### src/rtl/hbs_pkg.sv
package hbs_pkg;

    // Sequencer state: idle and armed, or holding a recognised cycle
    typedef enum logic [1:0] {
        HS_IDLE = 2'd0,
        HS_RD   = 2'd1,
        HS_WR   = 2'd2
    } hs_state_e;

    // Kind of cycle seen at the current edge
    typedef enum logic [1:0] {
        CK_NONE  = 2'd0,
        CK_READ  = 2'd1,
        CK_WRITE = 2'd2
    } cyc_kind_e;

    function automatic cyc_kind_e classify(input logic cs_n, input logic wr_n,
                                           input logic armed);
        cyc_kind_e k;
        k = CK_NONE;
        if (armed && !cs_n) begin
            k = wr_n ? CK_READ : CK_WRITE;
        end
        return k;
    endfunction

endpackage

### src/rtl/hbs_decode.sv
module hbs_decode
    import hbs_pkg::*;
(
    input  logic      cs_n,
    input  logic      wr_n,
    input  hs_state_e state,
    output cyc_kind_e kind
);

    always_comb begin
        kind = classify(cs_n, wr_n, state == HS_IDLE);
    end

endmodule

### src/rtl/hbs_seq.sv
module hbs_seq
    import hbs_pkg::*;
(
    input  logic      clk,
    input  logic      rst,
    input  logic      cs_n,
    input  cyc_kind_e kind,
    output hs_state_e state
);

    always_ff @(posedge clk) begin
        if (rst) begin
            state <= HS_IDLE;
        end else begin
            case (state)
                HS_IDLE: begin
                    if (kind == CK_READ)       state <= HS_RD;
                    else if (kind == CK_WRITE) state <= HS_WR;
                end
                HS_RD, HS_WR: begin
                    // re-arm only after chip select is seen released
                    if (cs_n) state <= HS_IDLE;
                end
                default: state <= HS_IDLE;
            endcase
        end
    end

endmodule

### src/rtl/hbs_capture.sv
module hbs_capture
    import hbs_pkg::*;
#(
    parameter int AW = 16,
    parameter int DW = 32
) (
    input  logic          clk,
    input  logic          rst,
    input  cyc_kind_e     kind,
    input  logic [AW-1:0] addr,
    input  logic [DW-1:0] data_in,
    output logic          rd_en,
    output logic [AW-1:0] rd_addr,
    output logic          wr_en,
    output logic [AW-1:0] wr_addr,
    output logic [DW-1:0] wr_data,
    output logic          ack_n
);

    always_ff @(posedge clk) begin
        if (rst) begin
            rd_en   <= 1'b0;
            wr_en   <= 1'b0;
            ack_n   <= 1'b1;
            rd_addr <= '0;
            wr_addr <= '0;
            wr_data <= '0;
        end else begin
            rd_en <= (kind == CK_READ);
            wr_en <= (kind == CK_WRITE);
            ack_n <= (kind == CK_NONE);
            if (kind == CK_READ) begin
                rd_addr <= addr;
            end
            if (kind == CK_WRITE) begin
                wr_addr <= addr;
                wr_data <= data_in;
            end
        end
    end

endmodule

### src/rtl/hbs_rdpath.sv
module hbs_rdpath
    import hbs_pkg::*;
#(
    parameter int DW = 32
) (
    input  logic          clk,
    input  logic          rst,
    input  logic          cs_n,
    input  hs_state_e     state,
    input  logic          rd_valid,
    input  logic [DW-1:0] rd_data,
    output logic [DW-1:0] data_out,
    output logic          data_oe
);

    always_ff @(posedge clk) begin
        if (rst) begin
            data_out <= '0;
            data_oe  <= 1'b0;
        end else if (cs_n) begin
            data_out <= '0;
            data_oe  <= 1'b0;
        end else if (state == HS_RD && rd_valid && !data_oe) begin
            data_out <= rd_data;
            data_oe  <= 1'b1;
        end
    end

endmodule

### src/rtl/hbs_top.sv
module hbs_top
    import hbs_pkg::*;
#(
    parameter int AW = 16,
    parameter int DW = 32
) (
    input  logic          clk,
    input  logic          rst,
    input  logic          cs_n,
    input  logic          wr_n,
    input  logic [AW-1:0] addr,
    input  logic [DW-1:0] data_in,
    output logic [DW-1:0] data_out,
    output logic          data_oe,
    output logic          ack_n,
    output logic          rd_en,
    output logic [AW-1:0] rd_addr,
    input  logic [DW-1:0] rd_data,
    input  logic          rd_valid,
    output logic          wr_en,
    output logic [AW-1:0] wr_addr,
    output logic [DW-1:0] wr_data
);

    hs_state_e state;
    cyc_kind_e kind;

    hbs_decode u_decode (
        .cs_n  (cs_n),
        .wr_n  (wr_n),
        .state (state),
        .kind  (kind)
    );

    hbs_seq u_seq (
        .clk   (clk),
        .rst   (rst),
        .cs_n  (cs_n),
        .kind  (kind),
        .state (state)
    );

    hbs_capture #(.AW(AW), .DW(DW)) u_capture (
        .clk     (clk),
        .rst     (rst),
        .kind    (kind),
        .addr    (addr),
        .data_in (data_in),
        .rd_en   (rd_en),
        .rd_addr (rd_addr),
        .wr_en   (wr_en),
        .wr_addr (wr_addr),
        .wr_data (wr_data),
        .ack_n   (ack_n)
    );

    hbs_rdpath #(.DW(DW)) u_rdpath (
        .clk      (clk),
        .rst      (rst),
        .cs_n     (cs_n),
        .state    (state),
        .rd_valid (rd_valid),
        .rd_data  (rd_data),
        .data_out (data_out),
        .data_oe  (data_oe)
    );

endmodule

### config.mk
export PLATFORM = sky130hd
export DESIGN_NAME = hbs_top
export DESIGN_NICKNAME = d
export VERILOG_FILES = /design/src/rtl/hbs_pkg.sv /design/src/rtl/hbs_decode.sv /design/src/rtl/hbs_seq.sv /design/src/rtl/hbs_capture.sv /design/src/rtl/hbs_rdpath.sv /design/src/rtl/hbs_top.sv
export SDC_FILE = /design/constraint.sdc
export NUM_CORES = 1
export LEC_CHECK = 0
export BUFFER_PORTS_ARGS = -buffer_cell sky130_fd_sc_hd__buf_4
export CAP_MARGIN = 20
export CELL_PAD_IN_SITES_DETAIL_PLACEMENT = 1
export CELL_PAD_IN_SITES_GLOBAL_PLACEMENT = 2
export CORE_UTILIZATION = 29
export DETAILED_ROUTE_END_ITERATION = 8
export HOLD_SLACK_MARGIN = 0.06
export PLACE_DENSITY_LB_ADDON = 0.25
export REMOVE_ABC_BUFFERS = 1
export SYNTH_ARGS = -nofsm -noshare
export SYNTH_HDL_FRONTEND = slang
export SYNTH_SLANG_ARGS = --single-unit
### constraint.sdc
create_clock -name clk -period 2.05 [get_ports clk]
set_input_delay 0.205 -clock clk [delete_from_list [all_inputs] [get_ports clk]]
set_output_delay 0.205 -clock clk [all_outputs]
set_load 0.02 [all_outputs]
==> impl_metrics.toml, run 1 <==
[outcome]
status = "finished clean"

[power]
p_int_uw = 3808
seq_power_share = 0.427
power_frac_comb = 0.153
total_power_uw = 4976
vdd_drop_max_mv = 0.5435
p_leak_uw = 0.002836
p_sw_uw = 1168
powerDensity_nw_per_um2 = 767.6
pwr-share-clk = 0.421
swShare = 0.2347

[placed_design]
portBuffers = 184
dp_hpwl_um = 8034
place_congestion = 0.7246
pre_cts_slack_ns = 0.4899
placedCellCount = 794
place_area_um2 = 6111

[floorplanning]
initial_core_util = 0.2986
die_x_um = 127.6
rows = 45
num_io_pins = 185
fp.dieH_um = 127.6
die_area_um2 = 16280
core_area_um2 = 15310

[clock_network]
htree_levels = 3
holdBufCountCts = 0
cts-resized-gates = 0
post-cts-setup-buffers = 0
clk_latency_ns = 0.35
clock_sinks = 102
clock_tree.root_cell = "clkbuf_16"
cts_buffer_depth = 2
cts_tree = "done"
cts_inserted_buffers = 9
path_clk_slew_ns = 0.06

[synth]
yosys_register_bits = 102
synthArstFlopShare = 0
syn_avg_cell_area_um2 = 10.59
yosys.area_share.xor_xnor = 0
yosysTopAreaCell = "dfxtp_1"
synth_compound_area_frac = 0.004925
synthAdderAreaFrac = 0.005472
synth_area_leaders = "dfxtp_1 (45%), nand2b_1 (15%), mux2i_1 (14%)"
synth_top_family_by_area = "simple AND/OR/NAND/NOR gates"
synth_cell_types = 22
synthFlopType = "dfxtp_1"
synth_edf_count = 0
yosysTopAreaCellShare = 0.4465
synth_warnings = 0
synth_simple_gate_area_share = 0.2739
synth_cells = 432
yosys-mux-area-fraction = 0.2211
syn-cell-area_um2 = 4573
yosysSeqAreaShare = 0.4465

[drt]
drt-initial-drc-count = 137
finalWirelength_um = 11610
drc = 0
vias = 3621
ant_nets = 0
viasPerCell = 4.470
first_pass_iters = 4
wl_per_cell_um = 14.33

[worst_setup_path]
cp_slowest_cell = "buf_12"
path_buf_inv = 2
crit_arrival_ns = 1.83
crit_type = "reg2reg"
path_max_fanout = 48
critical-path-top-delay-family = "buffers and inverters"
critPathCaptureType = "flip-flop"
max_stage_delay_ns = 0.35
worstPathCellList = "inv_1 > ha_1 > nor3b_4 > buf_12 > mux2i_1"
start_kind = "flip-flop"
cp_data_required_time_ns = 2.32

[layout]
final_area_um2 = 6482
layout_commonest_cell = "buf_4"
drive_gt1_frac = 0.3556
nets = 681
diodes = 0
final_cells = 810
layout-area-overhead-vs-synth_pct = 41.75
final_cell_mix = "buf_4 (186), nand2b_1 (113), dfxtp_1 (102), mux2i_1 (65), nor3b_1 (64)"

[grt]
grt_pass1_vias = 3813
grt_max_degree = 106
gr-usage-all-layers = 0.1456
grt_pass1_wl_um = 18730
antenna_found_initial = 0
overflow = 0

[timing]
drv_slew = 0
slew_headroom = 0.6800
hold_viol = 0
rsz0062_at_grt = "no"
worstMarginPinSlew_ns = 0.4801
fin_skew_ns = 0.009110
fmax_ghz = 0.6421
period_share = 0.7597
post-route-min-period_ns = 1.557
setup_viol_count_final = 0
setup_slack_ns = 0.4926

[hold_path]
worstHoldPathType = "in2reg"

[run]
drv_cap = 0
final cells by class:
type	count	area [um2]
clock buffers	10	239.0
flip-flops and latches	102	2042
clock inverters	6	132.6
multi-input cells	288	2317
fillers	1743	8832
inverters	3	11.26
well taps	211	264.0
repair buffers	190	1476
power by group through the flow:
stage / sequential [uW] / combinational (uW) / clock, uW
final: 2120 / 761 / 2090
after detailed placement: 2170 / 772 / 0
after floorplan: 2270 / 271 / 0
after global routing: 2130 / 820 / 2260
after global placement: 2160 / 753 / 0
after CTS: 2120 / 774 / 2180
state kept, by name, summed over array words and instances, names as in the netlist:
signal	count
u_capture.rd_addr	16
u_capture.ack_n	1
u_capture.wr_en	1
u_rdpath.data_out	32
u_capture.wr_addr	16
u_seq.state	2
u_capture.wr_data	32
u_rdpath.data_oe	1
u_capture.rd_en	1
logic make-up (layout without fill, tap and decap cells):
family / count (synthesis) / in the layout
AO/OA/AOI/OAI: 3 / 3
flip-flops: 102 / 102
AND/OR/NAND/NOR: 186 / 186
adder cells (fa/ha/maj): 2 / 2
multiplexers: 97 / 97
buffers and inverters: 42 / 209
worst paths after layout:
| check | startpoint | endpoint | slack [ns] | cells after the start |
|---|---|---|---|---|
| max | u_seq.state[1] | u_capture.wr_data[28] | 0.49 | 5 |
| min | wr_n | u_capture.wr_en | 0.09 | 2 |
| max reg2reg | u_seq.state[1] | u_capture.wr_data[28] | 0.49 | 5 |
| min reg2reg | u_capture.wr_data[0] | u_capture.wr_data[0] | 0.47 | 2 |
cells in the mapped netlist (2+ instances only):
cell type,n
nor2_1,2
mux2_2,5
inv_1,3
buf_2,5
dfxtp_1,102
buf_8,2
mux2_1,27
or3b_1,2
buf_4,7
mux2i_1,65
nand2b_1,113
o32ai_1,2
nor3b_1,64
ha_1,2
clkbuf_1,24
through the flow:
stage / hold WS (ns) / setup TNS [ns] / util
2_1_floorplan: 0.2774 / -77.66 / -
3_5_place_dp: 0.4431 / 0 / 0.3990
6_report: 0.08836 / 0 / 0.4233
5_1_grt: 0.07796 / 0 / 0.4233
3_3_place_gp: 0.4369 / 0 / 0.3990
4_1_cts: 0.07173 / 0 / 0.4233
per-layer routing:
| metal | GRT usage | share of wire |
|---|---|---|
| met1 | 0.1752 | 0.45 |
| met2 | 0.2408 | 0.46 |
| met3 | 0.06281 | 0.083 |
| met4 | 0.03114 | 0.0080 |
| met5 | 0 | 0 |
(Power assumes the default switching activity.)
==> inputs of run 2 (changes only) <==
- ABC_AREA: not set -> 1
- CORE_UTILIZATION: 29 -> 23
- clock period: 2.05 -> 1.5 ns (I/O delays scaled with it)
==> impl_metrics.toml, run 2 <==
[synth]
synth_warnings = 0
yosysSeqAreaShare = 0.4935
synth_area_leaders = "dfxtp_1 (49%), nand2_1 (18%), nor2_1 (18%)"
yosys_register_bits = 102
synthFlopType = "dfxtp_1"
synth_edf_count = 0
synth_simple_gate_area_share = 0.3668
synthAdderAreaFrac = 0.006048
synth_compound_area_frac = 0.002419
yosys-mux-area-fraction = 0
yosys.area_share.xor_xnor = 0
synth_cell_types = 14
syn_avg_cell_area_um2 = 6.475
syn-cell-area_um2 = 4138
yosysTopAreaCellShare = 0.4935
synthArstFlopShare = 0
yosysTopAreaCell = "dfxtp_1"
synth_cells = 639
synth_top_family_by_area = "simple AND/OR/NAND/NOR gates"
synth_most_common_cell = "nand2_1"
synth_commonest_cells = "nand2_1 (198), nor2_1 (195), inv_1 (103)"

[timing]
hold_viol = 0
worstMarginPinSlew_ns = 0.2932
post-route-min-period_ns = 1.374
setup_viol_count_final = 0
drv_slew = 0
rsz0062_at_grt = "no"
fmax_ghz = 0.7280
slew_headroom = 0.8042
period_share = 0.9157
fin_setup_tns_ns = 0
fin_skew_ns = 0.005413

[worst_setup_path]
path_max_fanout = 32
r2r-end = "u_capture.wr_data[19]"
worstSetupStartpoint = "u_seq.state[1]"
critPathCaptureType = "flip-flop"
start_kind = "flip-flop"
reg2regPathDepth = 6
crit_type = "reg2reg"
ff2ff_setup_slack_ns = 0.13
r2r-start = "u_seq.state[1]"
crit_arrival_ns = 1.61
cp_data_required_time_ns = 1.74

[outcome]
status = "finished clean"

[grt]
gr-usage-all-layers = 0.1443
grt_pass1_vias = 4426
antenna_found_initial = 0
grt_max_degree = 65
grt_pass1_wl_um = 20960
overflow = 0

[power]
p_leak_uw = 0.003741
powerDensity_nw_per_um2 = 986.1
vdd_drop_max_mv = 0.5003

[clock_network]
clock_tree.root_cell = "clkbuf_16"
cts_buffer_depth = 2
cts_inserted_buffers = 9
htree_levels = 3
path_clk_slew_ns = 0.07
clock_sinks = 102
clk_latency_ns = 0.34
cts_tree = "done"

[run]
drv_cap = 0

[drt]
drt-initial-drc-count = 109
wl_per_cell_um = 12.25
drc = 0
vias = 4474
ant_nets = 0
viasPerCell = 3.988
finalWirelength_um = 13750
first_pass_iters = 4

[hold_path]
hp-start = "rd_data[9]"
holdPathStages = 5
min_to = "u_rdpath.data_out[9]"
worstHoldPathType = "in2reg"

[floorplanning]
core_area_um2 = 17420
die_x_um = 136.1
initial_core_util = 0.2376
fp.dieH_um = 136.1
die_area_um2 = 18530
num_io_pins = 185
rows = 48

[layout]
final_area_um2 = 6909
layout-area-overhead-vs-synth_pct = 66.98
layout_commonest_cell = "nand2_1"
diodes = 0
drive_gt1_frac = 0.2419
final_cell_mix = "nand2_1 (198), nor2_1 (195), buf_4 (188), inv_1 (102), dfxtp_1 (102)"
nets = 979
top_regs = "u_capture.wr_data (32), u_rdpath.data_out (32)"

[placed_design]
portBuffers = 184
dp_hpwl_um = 9318
place_area_um2 = 5811
place_congestion = 0.7032
[run 2: what timing repair did]
item                                    CTS  global route
resized for setup                         0             3
hold buffers                             76             0
endpoints found under the setup margin    0            48
hold endpoints to repair                 91             0
setup buffers                             0             0
[run 2: routing by layer]
metal  global-route usage  vias to the layer above  share of wire
li1                     -                     2312              -
met1               0.1629                     2008           0.44
met2               0.2448                      134           0.46
met3              0.05034                       20          0.079
met4              0.06173                        0          0.021
met5                    0                        -              0
[run 2: power breakdown]
group | switching (uW) | leakage, uW | internal, uW
Clock | 1090 | 0.000143 | 1310
Combinational | 763 | 0.00276 | 685
Sequential | 90.4 | 0.000834 | 2880
[run 2: cell families after synthesis]
group,count (synthesis)
DFF,102
adders and majority gates,2
buffers and inverters,133
and+or+nand+nor,400
AOI/OAI and AO/OA,2
[run 2: worst max path at each step]
stage                            endpoint  cells past startpoint
global placement     u_capture.rd_addr[4]                      6
finish              u_capture.wr_data[19]                      6
floorplan            u_capture.wr_addr[0]                      5
global route         u_capture.wr_data[8]                      6
detailed placement   u_capture.rd_addr[6]                      7
CTS                  u_capture.rd_addr[6]                      7
[run 2: metrics by stage]
stage	cells	util	worst slack [ns]	hold slack, ns	total power, uW
after global routing	1122	0.3967	0.01645	0.1120	7217
final	1122	0.3967	0.1264	0.1045	6813
after floorplan	610	-	-0.5136	0.2224	3663
after CTS	1121	0.3944	0.003443	0.08998	6938
after global placement	1029	0.3336	0.1037	0.3560	4257
after detailed placement	1029	0.3336	0.03337	0.3581	4309
[run 2: cell type report]
type | instances | area [um2]
timing repair buffer | 271 | 2325
inverter | 104 | 390.4
tap | 225 | 281.5
fill | 2191 | 10510
clock buffer | 10 | 229.0
multi-input combinational | 404 | 1573
sequential | 102 | 2042
clock inverter | 6 | 68.82
[run 2: critical path, cell delays in order (launching register included)]
cell and delay [ns]:
dfxtp_1 0.31, inv_1 0.09, ha_2 0.26, nand3_4 0.17
clkbuf_16 0.25, nor2_1 0.13, nor2_1 0.06
==> inputs of run 3 (changes only) <==
- CORE_UTILIZATION: 23 -> 25
- SYNTH_HIERARCHICAL: not set -> 1
==> impl_metrics.toml, run 3 <==
[drt]
ant_nets = 0
finalWirelength_um = 15120
first_pass_iters = 6
vias = 4611
viasPerCell = 4.305
wl_per_cell_um = 14.12
drt-initial-drc-count = 184
drc = 28

[floorplanning]
rows = 49
initial_core_util = 0.2569
die_x_um = 138.3
core_area_um2 = 18090
num_io_pins = 185
die_area_um2 = 19130
fp.dieH_um = 138.3

[worst_setup_path]
crit_arrival_ns = 1.75
path_buf_inv = 3
cp_slowest_cell = "dfxtp_2"
worstPathCellList = "nor2_2 > nand2_2 > nor2_4 > inv_4 > nor2_8 > buf_8 > clkbuf_16 > nor2_1 > nor2_1"
cp_data_required_time_ns = 1.78
path_max_fanout = 5
crit_type = "reg2reg"
max_stage_delay_ns = 0.33
critical-path-top-delay-family = "simple AND/OR/NAND/NOR gates"
critPathCaptureType = "flip-flop"
cpMostUsedCell = "nor2_1"
start_kind = "flip-flop"

[power]
pwr-share-clk = 0.245
p_int_uw = 6154
seq_power_share = 0.337
swShare = 0.3766
p_leak_uw = 0.003363
p_sw_uw = 3718
power_frac_comb = 0.418
vdd_drop_max_mv = 0.6911
powerDensity_nw_per_um2 = 1441

[synth]
synth_warnings = 6
syn-cell-area_um2 = 4646
synth_commonest_cells = "nor2_1 (145), nand2_1 (104), dfxtp_1 (102)"
synth_cell_types = 24
synth_cells = 651
yosys_register_bits = 102
yosysTopAreaCellShare = 0.4395
synth_edf_count = 0
synth_most_common_cell = "nor2_1"
synth_area_leaders = "dfxtp_1 (44%), nor2_1 (12%), nand3_1 (11%)"
yosysSeqAreaShare = 0.4395
synthArstFlopShare = 0
yosysTopAreaCell = "dfxtp_1"
synthFlopType = "dfxtp_1"
syn_avg_cell_area_um2 = 7.136

[timing]
setup_slack_ns = 0.03467
rsz0062_at_grt = "yes"
hold_viol = 0
slew_headroom = 0.7564
worstMarginPinSlew_ns = 0.3654
fmax_ghz = 0.6824
setup_viol_count_final = 0
post-route-min-period_ns = 1.465
drv_slew = 0
period_share = 0.9769
fin_setup_tns_ns = 0
fin_skew_ns = 0.005644

[clock_network]
path_clk_slew_ns = 0.07
htree_levels = 3
cts_inserted_buffers = 9
clock_sinks = 102
clock_tree.root_cell = "clkbuf_16"
cts_buffer_depth = 2
clk_latency_ns = 0.35
cts_tree = "done"

[outcome]
violations = "design-rule violations"
status = "finished with violations"

[layout]
final_cell_mix = "buf_4 (198), nor2_1 (134), nand2_1 (103), dfxtp_1 (101), nand3_1 (96)"
layout_commonest_cell = "buf_4"
final_cells = 1071
diodes = 0
layout-area-overhead-vs-synth_pct = 47.48
nets = 924
final_area_um2 = 6852
top_regs = "u_capture/wr_data (32), u_rdpath/data_out (32)"
drive_gt1_frac = 0.3694

[grt]
antenna_found_initial = 0
grt_max_degree = 66
grt_pass1_wl_um = 23080
overflow = 0
gr-usage-all-layers = 0.1493
grt_pass1_vias = 4624

[placed_design]
pre_cts_slack_ns = 0.02227
place_congestion = 0.7286
placedCellCount = 1038
portBuffers = 184
place_area_um2 = 6217
dp_hpwl_um = 10120

[run]
drv_cap = 0

[hold_path]
worstHoldPathType = "in2reg"
## run 3: layout make-up
class / instances / area, um2
Clock buffer: 11 / 242.7
Clock inverter: 5 / 58.81
Fill cell: 2244 / 11230
Inverter: 93 / 351.6
Multi-Input combinational cell: 412 / 2016
Sequential cell: 102 / 2043
Tap cell: 229 / 286.5
Timing Repair Buffer: 219 / 1853
## run 3: per-layer routing
metal	global-route usage	up-vias	share of wire
li1	-	2342	-
met1	0.1761	2128	0.44
met3	0.05230	11	0.080
met2	0.2517	130	0.47
met4	0.04967	0	0.012
met5	0	-	0
## run 3: through the flow
step                        util  total power, uW  hold WS [ns]
after floorplan                -             5485        0.2268
after global placement    0.3438             6927        0.3901
after detailed placement  0.3438             7056        0.3965
after CTS                 0.3610             9520       0.09071
after global routing      0.3788            10490        0.1268
final                     0.3788             9871        0.1082
## run 3: worst register-to-register path: cells and delay by family, from the launching register on
family / cells / cell delay [ns]
and+or+nand+nor: 6 / 0.70
buffers and inverters: 3 / 0.39
DFF: 1 / 0.33
## run 3: path summary, 6_finish.rpt
kind	startpoint	to	slack (ns)	cells after the start
worst min register to register	u_capture/wr_data[16]	u_capture/wr_data[16]	0.48	2
worst max-delay path	u_seq/state[0]	u_capture/wr_data[3]	0.03	9
worst max register to register	u_seq/state[0]	u_capture/wr_data[3]	0.03	9
worst min-delay path	data_in[6]	u_capture/wr_data[6]	0.11	5
## run 3: cell families after synthesis
group                      after synthesis  share of synthesized area
AOI/OAI and AO/OA                       36                    0.06356
adders and majority gates                2                   0.005386
buffers and inverters                  137                     0.1449
and+or+nand+nor                        374                     0.3466
DFF                                    102                     0.4395
## run 3: power groups by stage
stage | clock (uW) | combinational, uW | sequential [uW]
finish | 2420 | 4120 | 3330
global route | 2610 | 4500 | 3380
CTS | 2510 | 3690 | 3320
detailed placement | 0 | 3670 | 3380
global placement | 0 | 3560 | 3370
floorplan | 0 | 1710 | 3770
## run 3: what timing repair did
item                                   CTS  global route
gates resized for setup                  0            32
hold buffers                             1             0
buffers inserted                         0             9
endpoints found under the hold margin    2             0
setup endpoints to repair                0            63
